### src/rtl/fp_rename_pkg.sv
package fp_rename_pkg;
    localparam int DEF_NREG   = 4;
    localparam int DEF_DATA_W = 32;
    localparam int DEF_TAG_W  = 3;

    // Tag value zero is the "no producer" marker.
    function automatic logic tag_is_live(input logic [7:0] t);
        return t != 8'd0;
    endfunction
endpackage

### src/rtl/fp_rename_entry.sv
module fp_rename_entry #(
    parameter int DATA_W = fp_rename_pkg::DEF_DATA_W,
    parameter int TAG_W  = fp_rename_pkg::DEF_TAG_W
) (
    input  logic              clk,
    input  logic              rst_n,
    input  logic              rename_en,
    input  logic [TAG_W-1:0]  rename_tag,
    input  logic              bc_valid,
    input  logic [TAG_W-1:0]  bc_tag,
    input  logic [DATA_W-1:0] bc_data,
    output logic [TAG_W-1:0]  tag_o,
    output logic [DATA_W-1:0] val_o
);
    typedef struct packed {
        logic [TAG_W-1:0]  tag;
        logic [DATA_W-1:0] val;
    } entry_t;

    entry_t ent_d, ent_q;
    logic   bc_hit;

    always_comb begin
        ent_d  = ent_q;
        bc_hit = bc_valid && (ent_q.tag != '0) && (ent_q.tag == bc_tag);
        if (bc_hit) begin
            ent_d.val = bc_data;
            ent_d.tag = '0;
        end
        // A newer producer takes priority over the completing one.
        if (rename_en) begin
            ent_d.tag = rename_tag;
        end
    end

    always_ff @(posedge clk) begin
        if (!rst_n) begin
            ent_q <= '0;
        end else begin
            ent_q <= ent_d;
        end
    end

    assign tag_o = ent_q.tag;
    assign val_o = ent_q.val;
endmodule

### src/rtl/fp_rename_rdport.sv
module fp_rename_rdport #(
    parameter int NREG   = fp_rename_pkg::DEF_NREG,
    parameter int DATA_W = fp_rename_pkg::DEF_DATA_W,
    parameter int TAG_W  = fp_rename_pkg::DEF_TAG_W,
    localparam int IDX_W = (NREG > 1) ? $clog2(NREG) : 1
) (
    input  logic [IDX_W-1:0]             idx,
    input  logic [NREG-1:0][TAG_W-1:0]   tags,
    input  logic [NREG-1:0][DATA_W-1:0]  vals,
    input  logic                         bc_valid,
    input  logic [TAG_W-1:0]             bc_tag,
    input  logic [DATA_W-1:0]            bc_data,
    output logic                         ready,
    output logic [DATA_W-1:0]            value,
    output logic [TAG_W-1:0]             tag
);
    logic [TAG_W-1:0]  cur_tag;
    logic [DATA_W-1:0] cur_val;

    always_comb begin
        cur_tag = tags[idx];
        cur_val = vals[idx];
        if (cur_tag == '0) begin
            ready = 1'b1;
            value = cur_val;
            tag   = '0;
        end else if (bc_valid && (bc_tag == cur_tag)) begin
            ready = 1'b1;
            value = bc_data;
            tag   = '0;
        end else begin
            ready = 1'b0;
            value = '0;
            tag   = cur_tag;
        end
    end
endmodule

### src/rtl/fp_rename_table.sv
module fp_rename_table #(
    parameter int NREG   = fp_rename_pkg::DEF_NREG,
    parameter int DATA_W = fp_rename_pkg::DEF_DATA_W,
    parameter int TAG_W  = fp_rename_pkg::DEF_TAG_W,
    localparam int IDX_W = (NREG > 1) ? $clog2(NREG) : 1
) (
    input  logic              clk,
    input  logic              rst_n,
    input  logic              iss_valid,
    input  logic [IDX_W-1:0]  iss_src_a_idx,
    input  logic [IDX_W-1:0]  iss_src_b_idx,
    input  logic [IDX_W-1:0]  iss_dst_idx,
    input  logic [TAG_W-1:0]  iss_dst_tag,
    input  logic              bc_valid,
    input  logic [TAG_W-1:0]  bc_tag,
    input  logic [DATA_W-1:0] bc_data,
    output logic              src_a_ready,
    output logic [DATA_W-1:0] src_a_value,
    output logic [TAG_W-1:0]  src_a_tag,
    output logic              src_b_ready,
    output logic [DATA_W-1:0] src_b_value,
    output logic [TAG_W-1:0]  src_b_tag
);
    logic [NREG-1:0][TAG_W-1:0]  tag_q;
    logic [NREG-1:0][DATA_W-1:0] val_q;
    logic [NREG-1:0]             rename_sel;

    for (genvar g = 0; g < NREG; g++) begin : g_reg
        assign rename_sel[g] = iss_valid && (iss_dst_idx == IDX_W'(g));

        fp_rename_entry #(
            .DATA_W (DATA_W),
            .TAG_W  (TAG_W)
        ) u_entry (
            .clk        (clk),
            .rst_n      (rst_n),
            .rename_en  (rename_sel[g]),
            .rename_tag (iss_dst_tag),
            .bc_valid   (bc_valid),
            .bc_tag     (bc_tag),
            .bc_data    (bc_data),
            .tag_o      (tag_q[g]),
            .val_o      (val_q[g])
        );
    end

    fp_rename_rdport #(
        .NREG (NREG), .DATA_W (DATA_W), .TAG_W (TAG_W)
    ) u_rd_a (
        .idx      (iss_src_a_idx),
        .tags     (tag_q),
        .vals     (val_q),
        .bc_valid (bc_valid),
        .bc_tag   (bc_tag),
        .bc_data  (bc_data),
        .ready    (src_a_ready),
        .value    (src_a_value),
        .tag      (src_a_tag)
    );

    fp_rename_rdport #(
        .NREG (NREG), .DATA_W (DATA_W), .TAG_W (TAG_W)
    ) u_rd_b (
        .idx      (iss_src_b_idx),
        .tags     (tag_q),
        .vals     (val_q),
        .bc_valid (bc_valid),
        .bc_tag   (bc_tag),
        .bc_data  (bc_data),
        .ready    (src_b_ready),
        .value    (src_b_value),
        .tag      (src_b_tag)
    );
endmodule

### config.mk
export PLATFORM = sky130hd
export DESIGN_NAME = fp_rename_table
export DESIGN_NICKNAME = d
export VERILOG_FILES = /design/src/rtl/fp_rename_pkg.sv /design/src/rtl/fp_rename_entry.sv /design/src/rtl/fp_rename_rdport.sv /design/src/rtl/fp_rename_table.sv
export SDC_FILE = /design/constraint.sdc
export NUM_CORES = 1
export LEC_CHECK = 0
export CORE_MARGIN = 2
export CORE_UTILIZATION = 50
export DETAILED_ROUTE_END_ITERATION = 10
export DONT_BUFFER_PORTS = 1
export MAX_ROUTING_LAYER = met4
export PLACE_DENSITY_LB_ADDON = 0.1
export SETUP_SLACK_MARGIN = 0.15
export SYNTH_ARGS = -nofsm -noshare
export SYNTH_HDL_FRONTEND = slang
export SYNTH_SLANG_ARGS = --single-unit
export TNS_END_PERCENT = 100
### constraint.sdc
create_clock -name clk -period 2.6 [get_ports clk]
set_input_delay 0.39 -clock clk [delete_from_list [all_inputs] [get_ports clk]]
set_output_delay 0.39 -clock clk [all_outputs]
set_load 0.02 [all_outputs]
==> results.cfg, run 1 <==
[route]
via_per_inst = 6.79
drc = 0
post_drt_wl_per_cell_um = 25.8
routed_wl_um = 32800
drtAntennaViolNets = 0
vias = 8611
firstDrtPassIters = 5
initialDrtViolationCount = 819

[placed_design]
gp_congestion = 0.871
dp_slack_ns = 0.110
hpwl_um = 17900
place_inst = 1199
portBuffers = 0
place_area_um2 = 9500

[sta]
min_period_over_period = 1.07
slew_headroom = 0.300
skew_ns = 0.0113
fmax_ghz = 0.360
setup_ws_ns = -0.178
finalMaxSlewViolations = 0
fin_crit_ns = 2.78
finalSetupViolCount = 69
worstMarginPinSlew_ns = 1.05
hold_violations = 0
rsz0062_at_grt = true

[setup_path]
ff2ff_path_depth = 5
cp-start-kind = register
crit_buf_inv = 2
r2r-start = g_reg[2].u_entry.tag_o[1]
cp_max_fo = 6
cp_cell_sequence = mux4_2, or3_4, buf_12, clkbuf_16, o22ai_4
arrival_ns = 2.39
critPathLaunch = g_reg[0].u_entry.tag_o[1]
crit_path_top_delay_cell = mux4_2
cpPeakStageDelay_ns = 0.51
crit_type = register to output pin
crit_family = multiplexers
cp_num_cells = 5
worstPathRequired_ns = 2.21
critPathCaptureType = output pin

[floorplanning]
die_height_um = 138
pin_count = 120
fp.dieArea_um2 = 18900
design.core.area_um2 = 17400
start_util = 0.514
die_x_um = 138
row_count = 48

[logic_synthesis]
syn_area_um2 = 8930
synth-simple-area-share = 0.128
synth-adder-area-share = 0
synth_top_area_cell = dfxtp_1
synth_compound_area_frac = 0.274
synth_edf_count = 0
ys_top_cells_by_area = dfxtp_1 31%, mux4_2 18%, a21boi_0 11%, nand3_1 7.3%, o21ai_0 7.3%
postSynthAreaPerCell_um2 = 8.92
synthMuxAreaShare = 0.186
synthTopCellsByCount = 140 x dfxtp_1, 131 x a21boi_0, 131 x nand3_1, 131 x o21ai_0, 79 x nand2_1
yosys_warnings = 0
async_flop_share = 0
syn_nets = 1049
synth_xor_area_frac = 0.0157
synth_ff_type = dfxtp_1
synth.distinct_cells = 34
ys_ff_latch = 140
syn-instance-count = 1001
synth_most_common_cell = dfxtp_1
synth_top_family_by_area = compound AO/OA/AOI/OAI gates
ys_seq_area_frac = 0.314
synth.top_cell.area_share = 0.314

[final_layout]
fillers = 1331
design.final.nets = 1079
drive_above_1_share = 0.325
final_area_um2 = 11400
n_antenna_cell = 0
synthToLayoutAreaGrowth_pct = 28.1
finalNonFillerCells = 1268

[min_path]
min_path_type = input pin to register
min_path_cells = 2
min-delay-start = iss_dst_tag[2]

[run_status]
violations = negative setup slack
status = finished, violations left

[cts]
numClockSinks = 140
cts_made_buffers = 17
htreeDepth = 4
cts_buffer_depth = 2
clock_latency_ns = 0.44
path_clk_slew_ns = 0.06
clock-root-buffer = clkbuf_16
cts_tree = built
cts-hold-fix-buffers = 0

[power]
power.total_mw = 5.70
leakage_nw = 3.56
cellPowerDensity_nw_per_um2 = 498
irDropWorstVdd_uv = 496

[job]
maxCapViolCount = 0

[global_routing]
track_usage = 0.353
antenna_found_initial = 0
overflow = 0
grt_pass1_vias = 8565
grt_first_pass_wirelength_um = 48200
grt_max_degree = 141
## worst paths after layout
| kind | endpoint | slack, ns |
|---|---|---|
| min reg2reg | g_reg[1].u_entry.val_o[28] | 0.49 |
| max reg2reg | g_reg[2].u_entry.val_o[23] | 0.46 |
| max | src_a_value[15] | -0.18 |
| min | g_reg[1].u_entry.tag_o[2] | 0.09 |
## layer usage
layer | GRT usage | share of wire | routed length [um]
met1 | 0.436 | 0.38 | 12500
met3 | 0.0732 | 0.098 | 3210
met5 | - | 0 | 0
met2 | 0.549 | 0.49 | 15900
met4 | 0.175 | 0.036 | 1170
## layout by cell type (no fill, tap or decap), types with 4 or more instances in the layout
cell / n
clkbuf_1: 5
o21ai_0: 131
nand3b_1: 5
nand3_1: 131
a21boi_0: 131
buf_4: 64
o21ba_2: 4
dfxtp_4: 9
o22ai_2: 21
clkbuf_8: 4
o22ai_1: 5
nand2_4: 4
clkbuf_16: 22
nand2b_1: 4
xor2_2: 4
xnor2_2: 7
o2111a_1: 4
nand2_2: 22
mux2i_1: 7
buf_12: 11
a21boi_1: 9
o22ai_4: 38
buf_16: 4
inv_1: 64
xnor2_1: 5
nand2_1: 52
o2111ai_2: 4
buf_6: 32
dfxtp_1: 129
and2_4: 4
mux4_2: 70
o211ai_1: 13
## kinds of logic (layout without fill, tap and decap cells)
kind of cell    Yosys count  after routing
compound gates          360            360
xor+xnor                 16             16
buf+inv                 170            212
simple gates            237            237
flops                   140            140
mux                      78             78
## where the power goes
part	total (mW)	switching, mW	leakage (nW)	internal (mW)
Combinational	0.958	0.549	2.13	0.410
Sequential	2.18	0.0186	1.14	2.16
Clock	2.56	0.950	0.291	1.61
Total	5.70	1.52	3.56	4.18
## what timing repair did
item / 4_1_cts / 5_1_grt
gates cloned: 8 / 5
hold endpoints to repair: 0 / 0
pin swaps: 26 / 18
gates resized for setup: 126 / 64
buffers inserted: 20 / 5
setup endpoints to repair: 70 / 70
## sequential cells by signal, summed over array words and instances (netlist names)
signal and cells:
g.u_entry.tag_o 12, g.u_entry.val_o 128
## metrics by stage
step,TNS [ns],hold slack [ns],utilization
floorplan,0,0.459,-
global placement,0,0.467,0.547
detailed placement,0,0.484,0.547
CTS,-6.80,0.0951,0.632
global route,-10.57,0.0987,0.659
finish,-8.07,0.0903,0.659
## final cells by class
| class | count | area, um^2 | area share |
|---|---|---|---|
| well taps | 225 | 282 | 0.0246 |
| flip-flops and latches | 140 | 2840 | 0.248 |
| clock buffers | 26 | 499 | 0.0436 |
| inverters | 64 | 240 | 0.0210 |
| clock inverters | 5 | 106 | 0.00930 |
| repair buffers | 117 | 1330 | 0.116 |
| multi-input cells | 691 | 6140 | 0.537 |
Power figures use the tool's default switching activity.
==> inputs of run 2 (changes only) <==
- CELL_PAD_IN_SITES_DETAIL_PLACEMENT: unset -> 1
- CELL_PAD_IN_SITES_GLOBAL_PLACEMENT: unset -> 1
- CORE_UTILIZATION: 50 -> 49
==> run 2 against run 1 <==
  * The flow still finishes with violations (negative setup slack)
  * Sequential power about the same
  * Register-to-register slack worse by 0.28 ns
  * Cell count about the same
  * Final area up 0.20%
  * Global-route usage up 3.6 points
  * First-iteration DRC count down 15%
  * Routed wire length up 16%
  * Clock skew up 0.0043 ns
  * Sequential share of layout area down 0.17 points
  * Flip-flop and latch count unchanged
  * Clock power down 2%
  * Non-clock buffer count down 7
==> results.cfg, run 2 (same netlist as run 1, synthesis figures left out) <==
[sta]
fmax_ghz = 0.346
min_period_over_period = 1.11
slew_headroom = 0.187
skew_ns = 0.0155
fin_setup_tns_ns = -14.84
finalSetupViolCount = 70
hold_violations = 0
setup_ws_ns = -0.293
worstMarginPinSlew_ns = 1.21
rsz0062_at_grt = true
fin_crit_ns = 2.89
finalMaxSlewViolations = 0

[final_layout]
final_area_um2 = 11500
drive_above_1_share = 0.324
design.final.nets = 1072
finalNonFillerCells = 1267
largest_reg_flops = 128
synthToLayoutAreaGrowth_pct = 28.4
fillers = 1901
layout_common_cells = 132 x dfxtp_1, 131 x nand3_1, 131 x o21ai_0, 131 x a21boi_0, 70 x mux4_2
final_common_cell = dfxtp_1

[global_routing]
antenna_found_initial = 1
overflow = 0
grt_max_degree = 141
grt_first_pass_wirelength_um = 56600
track_usage = 0.389
grt_pass1_vias = 9880

[power]
leakage_nw = 3.49
pwr-share-clk = 0.443
internal_power_mw = 3.99
irDropWorstVdd_uv = 516
pwr-share-seq = 0.385
switching_share = 0.296
power.total_mw = 5.68
comb_power_share = 0.172
p_sw_mw = 1.68
cellPowerDensity_nw_per_um2 = 495

[setup_path]
crit_type = register to output pin
cp-start-kind = register
crit_path_top_delay_cell = mux4_2
cp_common_cell = buf_6
worstPathRequired_ns = 2.21
cpPeakStageDelay_ns = 0.53
arrival_ns = 2.50
cp_max_fo = 8
cp_cell_sequence = mux4_2, buf_6, xnor2_4, o211ai_1, buf_4, clkbuf_16, o22ai_4, buf_6
critPathCaptureType = output pin

[floorplanning]
start_util = 0.499
fp.dieArea_um2 = 19300
die_x_um = 139
die_height_um = 139
design.core.area_um2 = 17900
pin_count = 120
row_count = 49

[placed_design]
place_area_um2 = 9520
portBuffers = 0
place_inst = 1202
gp_congestion = 0.854
hpwl_um = 19600

[run_status]
violations = negative setup slack
status = finished, violations left

[route]
drc = 0
via_per_inst = 7.16
firstDrtPassIters = 8
drtAntennaViolNets = 0
vias = 9072
routed_wl_um = 37900
initialDrtViolationCount = 698
post_drt_wl_per_cell_um = 29.9

[cts]
clock-root-buffer = clkbuf_16
htreeDepth = 4
cts_tree = built
path_clk_slew_ns = 0.07
numClockSinks = 140
clock_latency_ns = 0.45
cts_made_buffers = 17
cts_buffer_depth = 2

[job]
maxCapViolCount = 0

[min_path]
min_path_type = input pin to register
run 2: metrics by stage:
stage,hold slack [ns],setup WS (ns),util
after floorplan,0.459,0.110,-
after global placement,0.466,0.141,0.532
after detailed placement,0.488,0.0779,0.532
after CTS,0.0776,-0.219,0.617
after global routing,0.0947,-0.354,0.640
final,0.0838,-0.293,0.640
run 2: worst paths after layout:
path	end	cells past startpoint	startpoint	slack [ns]
setup reg to reg	g_reg[2].u_entry.val_o[23]	5	g_reg[2].u_entry.tag_o[1]	0.18
hold reg to reg	g_reg[0].u_entry.val_o[14]	2	g_reg[0].u_entry.val_o[14]	0.50
hold / removal	g_reg[3].u_entry.tag_o[2]	2	iss_dst_tag[2]	0.08
setup / recovery	src_b_value[9]	8	g_reg[0].u_entry.tag_o[0]	-0.29
run 2: power groups by stage:
stage	Sequential [mW]	Combinational [mW]	Clock [mW]
CTS	2.18	0.856	2.50
floorplan	2.23	0.538	0
finish	2.18	0.975	2.52
global placement	2.23	0.632	0
global route	2.19	0.998	2.61
detailed placement	2.24	0.649	0
run 2: area by class of cell:
class / instances / area [um^2] / area share
tap: 229 / 287 / 0.0250
clock inverter: 14 / 163 / 0.0142
inverter: 64 / 240 / 0.0210
timing repair buffer: 110 / 1280 / 0.111
multi-input combinational: 691 / 6240 / 0.544
sequential: 140 / 2830 / 0.247
antenna: 1 / 2.50 / 0.000218
clock buffer: 18 / 429 / 0.0374
run 2: timing repair:
item                                    in CTS  in global routing
gates resized for setup                    141                 64
endpoints found under the setup margin      70                 71
cloned                                       7                  3
setup buffers                               17                  5
hold buffers                                 0                  0
pin swaps                                   19                 17
run 2: critical path, delay by kind of cell (launching register included):
kind | cells | cell delay, ns
AOI/OAI and AO/OA | 2 | 0.34
xor gates and xnor gates | 1 | 0.14
DFF | 1 | 0.36
buffers and inverters | 4 | 0.71
muxes | 1 | 0.53
run 2: per-layer routing:
layer  share of wire  up-vias  track usage
met5               0        -            -
met4           0.044        0        0.212
met3           0.077      158       0.0718
met2            0.50      535        0.654
met1            0.38     4637        0.440
li1                -     3742            -
